===== config.mk =====
export PLATFORM = sky130hd
export DESIGN_NAME = bus_cmd_gen
export DESIGN_NICKNAME = d
export VERILOG_FILES = /design/src/rtl/bcg_pkg.sv /design/src/rtl/bcg_decode.sv /design/src/rtl/bcg_seq.sv /design/src/rtl/bcg_strobe.sv /design/src/rtl/bus_cmd_gen.sv
export SDC_FILE = /design/constraint.sdc
export NUM_CORES = 1
export LEC_CHECK = 0
export BUFFER_PORTS_ARGS = -buffer_cell sky130_fd_sc_hd__clkbuf_2
export CAP_MARGIN = 15
export CORE_MARGIN = 3
export CORE_UTILIZATION = 43
export CTS_BUF_LIST = sky130_fd_sc_hd__clkbuf_8
export DETAILED_ROUTE_END_ITERATION = 12
export PLACE_DENSITY_LB_ADDON = 0.1
export SLEW_MARGIN = 20
export SYNTH_ARGS = -nofsm -noshare
export SYNTH_HDL_FRONTEND = slang
export SYNTH_HIERARCHICAL = 1
export SYNTH_SLANG_ARGS = --single-unit

===== constraint.sdc =====
create_clock -name clk -period 1.7 [get_ports clk]
set_input_delay 0.34 -clock clk [delete_from_list [all_inputs] [get_ports clk]]
set_output_delay 0.34 -clock clk [all_outputs]
set_load 0.01 [all_outputs]

===== src/rtl/bcg_pkg.sv =====
package bcg_pkg;

  localparam int STAT_W = 3;

  typedef enum logic [2:0] {
    PH_IDLE,
    PH_T1,
    PH_T2,
    PH_T3,
    PH_T4
  } phase_e;

  typedef enum logic [2:0] {
    K_INTA,
    K_IORD,
    K_IOWR,
    K_HALT,
    K_MEMRD,
    K_MEMWR,
    K_NONE
  } kind_e;

  function automatic kind_e code_to_kind(input logic [STAT_W-1:0] c);
    kind_e k;
    case (c)
      3'b000:          k = K_INTA;
      3'b001:          k = K_IORD;
      3'b010:          k = K_IOWR;
      3'b011:          k = K_HALT;
      3'b100, 3'b101:  k = K_MEMRD;
      3'b110:          k = K_MEMWR;
      default:         k = K_NONE;
    endcase
    return k;
  endfunction

endpackage


===== src/rtl/bcg_decode.sv =====
module bcg_decode
  import bcg_pkg::*;
(
  input  logic [STAT_W-1:0] stat_n,
  output kind_e             kind
);
  always_comb kind = code_to_kind(stat_n);
endmodule


===== src/rtl/bcg_seq.sv =====
module bcg_seq
  import bcg_pkg::*;
#(
  parameter logic [STAT_W-1:0] PASSIVE = '1
) (
  input  logic              clk,
  input  logic              rst,
  input  logic [STAT_W-1:0] stat_n,
  input  logic              rdy,
  input  kind_e             live_kind,
  output phase_e            ph_d,
  output kind_e             kind_d
);
  phase_e ph_q;
  kind_e  kind_q;
  logic   passive;

  assign passive = (stat_n == PASSIVE);

  always_comb begin
    ph_d   = ph_q;
    kind_d = kind_q;
    case (ph_q)
      PH_IDLE: if (!passive) begin
        ph_d   = PH_T1;
        kind_d = live_kind;
      end
      PH_T1:   ph_d = PH_T2;
      PH_T2:   ph_d = PH_T3;
      PH_T3:   if (rdy) ph_d = PH_T4;
      PH_T4:   if (passive) begin
        ph_d   = PH_IDLE;
        kind_d = K_NONE;
      end
      default: ph_d = PH_IDLE;
    endcase
  end

  always_ff @(posedge clk) begin
    if (rst) begin
      ph_q   <= PH_IDLE;
      kind_q <= K_NONE;
    end else begin
      ph_q   <= ph_d;
      kind_q <= kind_d;
    end
  end

  // a low ready keeps the data phase in place
  a_r9_wait_hold: assert property (@(posedge clk) disable iff (rst)
    (ph_q == PH_T3 && !rdy) |=> (ph_q == PH_T3));

  // the cycle ends only on a passive status
  a_r10_end_on_passive: assert property (@(posedge clk) disable iff (rst)
    (ph_q == PH_T4 && !passive) |=> (ph_q == PH_T4));

  // the latched kind survives status changes inside the cycle
  a_r11_kind_latched: assert property (@(posedge clk) disable iff (rst)
    (ph_q != PH_IDLE && ph_q != PH_T4) |=> $stable(kind_q));

endmodule


===== src/rtl/bcg_strobe.sv =====
module bcg_strobe
  import bcg_pkg::*;
(
  input  logic   clk,
  input  logic   rst,
  input  phase_e ph_d,
  input  kind_e  kind_d,
  output logic   ale,
  output logic   den,
  output logic   dt_rn,
  output logic   irq_ack_n,
  output logic   io_rd_n,
  output logic   io_wr_n,
  output logic   io_awr_n,
  output logic   mem_rd_n,
  output logic   mem_wr_n,
  output logic   mem_awr_n
);
  logic early, late, rd_kind;

  assign early   = (ph_d == PH_T2) || (ph_d == PH_T3) || (ph_d == PH_T4);
  assign late    = (ph_d == PH_T3) || (ph_d == PH_T4);
  assign rd_kind = (kind_d == K_INTA) || (kind_d == K_IORD) || (kind_d == K_MEMRD);

  always_ff @(posedge clk) begin
    if (rst) begin
      ale       <= 1'b0;
      den       <= 1'b0;
      dt_rn     <= 1'b1;
      irq_ack_n <= 1'b1;
      io_rd_n   <= 1'b1;
      io_wr_n   <= 1'b1;
      io_awr_n  <= 1'b1;
      mem_rd_n  <= 1'b1;
      mem_wr_n  <= 1'b1;
      mem_awr_n <= 1'b1;
    end else begin
      ale       <= (ph_d == PH_T1);
      den       <= early && (kind_d != K_HALT) && (kind_d != K_NONE);
      dt_rn     <= !((ph_d != PH_IDLE) && rd_kind);
      irq_ack_n <= !(early && kind_d == K_INTA);
      io_rd_n   <= !(early && kind_d == K_IORD);
      io_awr_n  <= !(early && kind_d == K_IOWR);
      io_wr_n   <= !(late  && kind_d == K_IOWR);
      mem_rd_n  <= !(early && kind_d == K_MEMRD);
      mem_awr_n <= !(early && kind_d == K_MEMWR);
      mem_wr_n  <= !(late  && kind_d == K_MEMWR);
    end
  end

  // the latch pulse lasts one clock
  a_r2_ale_single: assert property (@(posedge clk) disable iff (rst)
    ale |=> !ale);

  // at most one command family is active
  a_r3_one_family: assert property (@(posedge clk) disable iff (rst)
    $onehot0({!irq_ack_n, !io_rd_n, !io_awr_n, !mem_rd_n, !mem_awr_n}));

  // normal writes never lead the early writes
  a_r6_mem_wr_order: assert property (@(posedge clk) disable iff (rst)
    $fell(mem_wr_n) |-> $past(!mem_awr_n));
  a_r6_io_wr_order: assert property (@(posedge clk) disable iff (rst)
    $fell(io_wr_n) |-> $past(!io_awr_n));

  // data buffers are enabled under every strobe
  a_r8_den_cover: assert property (@(posedge clk) disable iff (rst)
    (!irq_ack_n || !io_rd_n || !io_wr_n || !io_awr_n ||
     !mem_rd_n || !mem_wr_n || !mem_awr_n) |-> den);

endmodule


===== src/rtl/bus_cmd_gen.sv =====
module bus_cmd_gen
  import bcg_pkg::*;
#(
  parameter logic [STAT_W-1:0] PASSIVE = '1
) (
  input  logic              clk,
  input  logic              rst,
  input  logic [STAT_W-1:0] stat_n,
  input  logic              rdy,
  output logic              ale,
  output logic              den,
  output logic              dt_rn,
  output logic              irq_ack_n,
  output logic              io_rd_n,
  output logic              io_wr_n,
  output logic              io_awr_n,
  output logic              mem_rd_n,
  output logic              mem_wr_n,
  output logic              mem_awr_n
);
  kind_e  live_kind, kind_d;
  phase_e ph_d;

  bcg_decode u_dec (
    .stat_n (stat_n),
    .kind   (live_kind)
  );

  bcg_seq #(.PASSIVE(PASSIVE)) u_seq (
    .clk       (clk),
    .rst       (rst),
    .stat_n    (stat_n),
    .rdy       (rdy),
    .live_kind (live_kind),
    .ph_d      (ph_d),
    .kind_d    (kind_d)
  );

  bcg_strobe u_stb (
    .clk       (clk),
    .rst       (rst),
    .ph_d      (ph_d),
    .kind_d    (kind_d),
    .ale       (ale),
    .den       (den),
    .dt_rn     (dt_rn),
    .irq_ack_n (irq_ack_n),
    .io_rd_n   (io_rd_n),
    .io_wr_n   (io_wr_n),
    .io_awr_n  (io_awr_n),
    .mem_rd_n  (mem_rd_n),
    .mem_wr_n  (mem_wr_n),
    .mem_awr_n (mem_awr_n)
  );

  // a halt cycle never opens the data buffers
  a_r4_halt_quiet: assert property (@(posedge clk) disable iff (rst)
    (ale && $past(stat_n) == 3'b011) |=> !den);

endmodule


==> Word level (Yosys, flattened, before mapping) <==
Cells that the tools add are included.
{ "op_classes": {"n_div": 0, "multipliers": 0, "n_bitwise": 0, "reduce_logical": 28, "n_shift": 0, "muxes": 8, "n_lt_le_gt_ge": 0, "add_sub_neg": 0, "n_eq_ne": 21} }
{ "ops": {"columns": ["op", "count"], "rows": [
  ["equality test 3 bit, second input constant", 8],
  ["equality test 3 x 2 -> 1 bit, second input constant", 7],
  ["one-hot mux 3 bit (6 select lines)", 1],
  ["two-way mux 3 bit", 5],
  ["one-hot mux 3 bit (5 select lines)", 1],
  ["equality test 3 x 1 -> 1 bit, second input constant", 4],
  ["logical AND 1 bit", 10],
  ["logical NOT 3 bit", 3],
  ["logical NOT 1 bit", 8],
  ["one-hot mux 3 bit (2 select lines)", 1],
  ["logical OR 1 bit", 5],
  ["inequality test 3 x 2 -> 1 bit, second input constant", 1],
  ["inequality test 3 bit, second input constant", 1],
  ["nonzero test 3 bit", 1],
  ["OR reduction 2 bit", 1]
]} }
{ "word_totals": {"register_bits": 16, "output_inout_bits": 10, "romBits": 0, "wordCells": 69, "n_memories": 0, "latch_bits": 0, "mem_bits_rw": 0, "in_bits": 6} }

==> Logic depth before layout (Yosys ltp) <==
{ "logic_depth": {"word_depth": 10, "ltp_mapped": 7, "depth_no_buf": 7} }

==> Hierarchy <==
Netlist, hierarchy kept.
{ "by_module_without_submodules": {"columns": ["module", "cells_per_inst", "area_per_inst_um2", "seq_area_each_um2", "n_inst"], "rows": [
  ["bcg_seq", 42, 422.9, 120.1, 1],
  ["bcg_strobe", 30, 330.3, 200.2, 1],
  ["bcg_decode", 5, 27.5, 0.0, 1]
]} }

==> Worst setup path after synthesis <==
No wires, ideal clock.
{ "synth_path": {"path_kind": "input -> register", "start": "input stat_n[1]", "end": "register u_stb.den", "cell_stages": 7, "path_slack_ps": -63, "arrival_time_ps": 1650, "required_time_ps": 1587, "setup_ps": 113, "path_buffers": 1, "path_cell_list": "and3_4 buf_8 nor3b_2 nor4_1 xor2_1 a21oi_1 and2_4"} }
{ "synth_via": {"elab_chain_len": 8, "elab_cells_between_ends": 25, "classes_between": "eq/ne (12); mux (7); reduce/logical (6)"} }
{ "synth_rtl": {"columns": ["item", "line_no", "rtl"], "rows": [
  ["from (decl)", "bus_cmd_gen.sv:8", "input logic [STAT_W-1:0] stat_n,"],
  ["equality test 3 bit", "bcg_pkg.sv:25", "case (c)"],
  ["OR reduction 2 bit", "bcg_pkg.sv:25", null],
  ["one-hot mux 3 bit (6 select lines)", "bcg_pkg.sv:25", null],
  ["two-way mux 3 bit", "bcg_seq.sv:24", "PH_IDLE: if (!passive) begin"],
  ["one-hot mux 3 bit (2 select lines) (*)", "bcg_seq.sv:23", "case (ph_q)"],
  ["net kind_d[2]", "bus_cmd_gen.sv:21", "kind_e live_kind, kind_d;"],
  ["inequality test 3 x 2 -> 1 bit", "bcg_strobe.sv:39", "den <= early && (kind_d != K_HALT) && (kind_d != K_NONE);"],
  ["logical AND 1 bit", "bcg_strobe.sv:39", null],
  ["logical AND 1 bit (*)", "bcg_strobe.sv:39", null],
  ["to (signal assigned)", "bcg_strobe.sv:39", null],
  ["to (decl)", "bcg_strobe.sv:9", "output logic den,"]
]} }
The timed path passes the listed nets; every way through them passes the cells marked *.
A chain may end at the register's enable or synchronous reset.

==> Worst setup path after layout <==
{ "layout_path": {"start": "register u_seq.ph_q[1]", "end": "register u_stb.den"} }
{ "layout_via": {"elab_cells_between_ends": 19, "classes_between": "eq/ne (9); mux (5); reduce/logical (5)"} }
{ "layout_lines": {"columns": ["item", "line_no", "rtl"], "rows": [
  ["from (decl)", "bcg_seq.sv:14", "phase_e ph_q;"],
  ["from (signal assigned)", "bcg_seq.sv:44", "ph_q <= ph_d;"],
  ["equality test 3 bit / logical NOT 3 bit (equally long branches)", "bcg_seq.sv:23", null],
  ["one-hot mux 3 bit (2 select lines) (*)", "bcg_seq.sv:23", null],
  ["net kind_d[2]", "bus_cmd_gen.sv:21", null],
  ["inequality test 3 x 2 -> 1 bit", "bcg_strobe.sv:39", null],
  ["logical AND 1 bit", "bcg_strobe.sv:39", null],
  ["logical AND 1 bit (*)", "bcg_strobe.sv:39", null]
]} }
Marks and branches as above.

==> qor.csv <==
metric,value,unit
result_of_the_run,finished clean,
postLayoutCoreUtil,61.9,%
port_buffers,15,
synth_flop_cell,dfxtp_1,
boundaryPins,16,
postCtsSetupBuffers,0,
muxShareOfSynthArea,1.92,%
starting_density_of_the_core,48.4,%
finalMaxSlewViolations,0,
yosysSeqAreaShare,41.0,%
postSynthNetCount,83,
timing_worst_slew_pin_value,0.329,ns
num-nets-final,112,
clock_buffers_created_by_tritoncts,3,
yosysWarnings,6,
slew_headroom,77.8,%
busiest_layer,met2,
multi_input_area,432,um2
unrepaired_setup_endpoints_after_global_routing,false,
synth_area_per_cell,10.1,um2
clk_root_buffer_cell,clkbuf_8,
synth_area,781,um2
cp_data_required_time,1.90,ns
place_worst_setup_slack,-0.0529,ns
hold_path.startpoint,rst,
post-place-cells,125,
clock_tree.htree_level_count,1,
worstSkewPairLatency,0.24,ns
start_kind,register,
r2r-start,u_seq/ph_q[1]$_SDFF_PP0_,
synth-compound-area-share,14.3,%
cts_max_path_buffers,2,
place.detailed.hpwl,1.24,mm
final.setup_skew,0.00175,ns
die_w,48.6,um
drt_first_pass_iters,4,
grt_pass1_wl,2.53,mm
r2r_end,u_stb/den$_SDFF_PP0_,
critical_path_peak_fanout,6,
grt-ovfl-total,0,
yosysUniqueCellTypes,34,
yosys_register_bits,16,
power_per_cell_area,941,nW/um2
tritoncts_clock_tree,built,
synthMostInstantiatedCell,dfxtp_1,
fin_crit_sh,93.9,%
avg_wl_per_cell,12.0,um
synth_enable_flop_cells,0,
route.vias.total,662,
hp-class,input pin to register,
core,1610,um2
synth_top_cell_area_share,41.0,%
grt_pass1_vias,609,
cts_sinks,16,
antenna_violations_before_repair,0,
global_route.usage.met1,15.4,%
n_antenna_cell,0,
number_of_non_filler_instances_in_the_completed_layout,128,
max_freq,626,MHz
synth_commonest_cells,"dfxtp_1, nor2_1, nand3_1",
syn-instance-count,77,
ant_nets,0,
timing.critical_path.to,u_stb/den$_SDFF_PP0_,
crit_path_start,u_seq/ph_q[1]$_SDFF_PP0_,
die_height,48.6,um
final_layout_size_suffix_gt1_share,44.2,%
row_count,14,
fill_cell_total_of_the_finished_layout,143,
criticalPathCategory,register to register,
gp_congestion,0.771,
use_met3,5.52,%
setup_viol,0,
endpoint_type_of_the_worst_setup_path,register,
timing.reg2reg.setup_slack,0.10,ns
grt_max_degree,12,
layout_setup_ws,0.103,ns
cts.repair.resized,0,
design_area,997,um2
totalWireLength,1.53,mm
grt_usage,14.1,%
synth_simple_gate_area_share,36.9,%
placed_cell_area,952,um2
max_cap_violations,0,
postCtsHoldBufs,0,
sequential_cell_area,322,um2
power_leakage,0.402,nW
cts.clk_slew.worst_paths,0.06,ns
drt_iter0_drc,13,
fp.dieArea,2360,um2
synthArstFlopShare,0,%
synth_top_family_by_area,simple AND/OR/NAND/NOR gates,
synth_xor_xnor_area_share,1.12,%
netlist_top_cells_area,"dfxtp_1, o41ai_2, nand3_1, o32ai_4, nor2_1",
synthToLayoutAreaGrowth,27.7,%
remaining_routing_drc_violations,0,
route.detailed.vias_per_inst,5.17,
crit_arrival,1.79,ns
hold_viol_final,0,
synth_area_leader_cell,dfxtp_1,
timing.reg2reg.worst_path_depth,7,
layout_min_cycle_time,1.60,ns
ir_drop,0.633,mV
synth_fa_ha_area_share,0,%
met2_usage,22.9,%
## worst max-delay path, stage by stage (launching register included)
cell and delay (ns):
dfxtp_1 0.35, or2_4 0.28, nor4_2 0.23, nor4_2 0.08, buf_4 0.16, xor2_1 0.13, a21oi_1 0.17, and2_4 0.15
## through the flow
stage	setup TNS, ns	total power, mW	hold WS (ns)
floorplan	0	0.581	0.403
CTS	0	0.949	0.380
finish	0	0.938	0.383
global placement	-0.0341	0.669	0.560
detailed placement	-0.125	0.673	0.568
global route	0	0.988	0.389
## cell type report
| class | count | share of cell area [%] |
|---|---|---|
| Clock buffer | 3 | 4.14 |
| Inverter | 2 | 0.753 |
| Multi-Input combinational cell | 56 | 43.3 |
| Sequential cell | 16 | 32.2 |
| Tap cell | 24 | 3.01 |
| Timing Repair Buffer | 27 | 16.6 |
## layout by cell type (no fill, tap or decap), drive strengths merged
| master | n |
|---|---|
| a41oi | 1 |
| nor4 | 5 |
| a2bb2oi | 1 |
| and3 | 2 |
| nand4 | 2 |
| and2 | 2 |
| o32ai | 1 |
| nor4b | 1 |
| mux2 | 1 |
| a21boi | 1 |
| nor2b | 1 |
| o41ai | 2 |
| nand3 | 6 |
| or2 | 2 |
| nand3b | 2 |
| a21oi | 1 |
| xor2 | 1 |
| clkbuf | 18 |
| o21ai | 1 |
| dfxtp | 16 |
| o311ai | 1 |
| nand4b | 3 |
| buf | 12 |
| nand2 | 4 |
| nor2 | 7 |
| nor3 | 5 |
| nor3b | 2 |
| inv | 2 |
| nand2b | 1 |
## kinds of logic (layout without fill, tap and decap cells)
kind of cell,after synthesis,count (layout)
multiplexers,1,1
buffers and inverters,5,32
flip-flops,16,16
AO/OA/AOI/OAI,9,9
AND/OR/NAND/NOR,45,45
XOR/XNOR,1,1
## flip-flops by register name, summed over array words and instances, names as in the netlist
register	count
u_seq/ph_q	3
u_stb/io_awr_n	1
u_stb/io_rd_n	1
u_seq/kind_q	3
u_stb/irq_ack_n	1
u_stb/mem_rd_n	1
u_stb/dt_rn	1
u_stb/io_wr_n	1
u_stb/ale	1
u_stb/mem_wr_n	1
u_stb/den	1
u_stb/mem_awr_n	1
## report_power, final
group          leakage, nW  switching (mW)  internal, mW  total (mW)
clock network       0.0216           0.114         0.157       0.271
logic                0.248           0.123         0.119       0.242
registers            0.132          0.0201         0.405       0.426
## how the worst min path moves through the flow
stage | end | cells past startpoint
6_report | u_seq/kind_q[0]$_SDFF_PP0_ | 2
5_1_grt | u_seq/kind_q[0]$_SDFF_PP0_ | 2
4_1_cts | u_seq/kind_q[0]$_SDFF_PP0_ | 2
3_5_place_dp | u_seq/kind_q[0]$_SDFF_PP0_ | 2
3_3_place_gp | u_seq/kind_q[0]$_SDFF_PP0_ | 2
2_1_floorplan | u_seq/kind_q[0]$_SDFF_PP0_ | 1
## routing by layer
metal  wire [um]  vias to the layer above
met1         737                      300
li1            -                      346
met3          64                        5
met5           0                        -
met2         696                       11
met4          33                        0
Note: power is estimated with default switching activity, not from simulation.
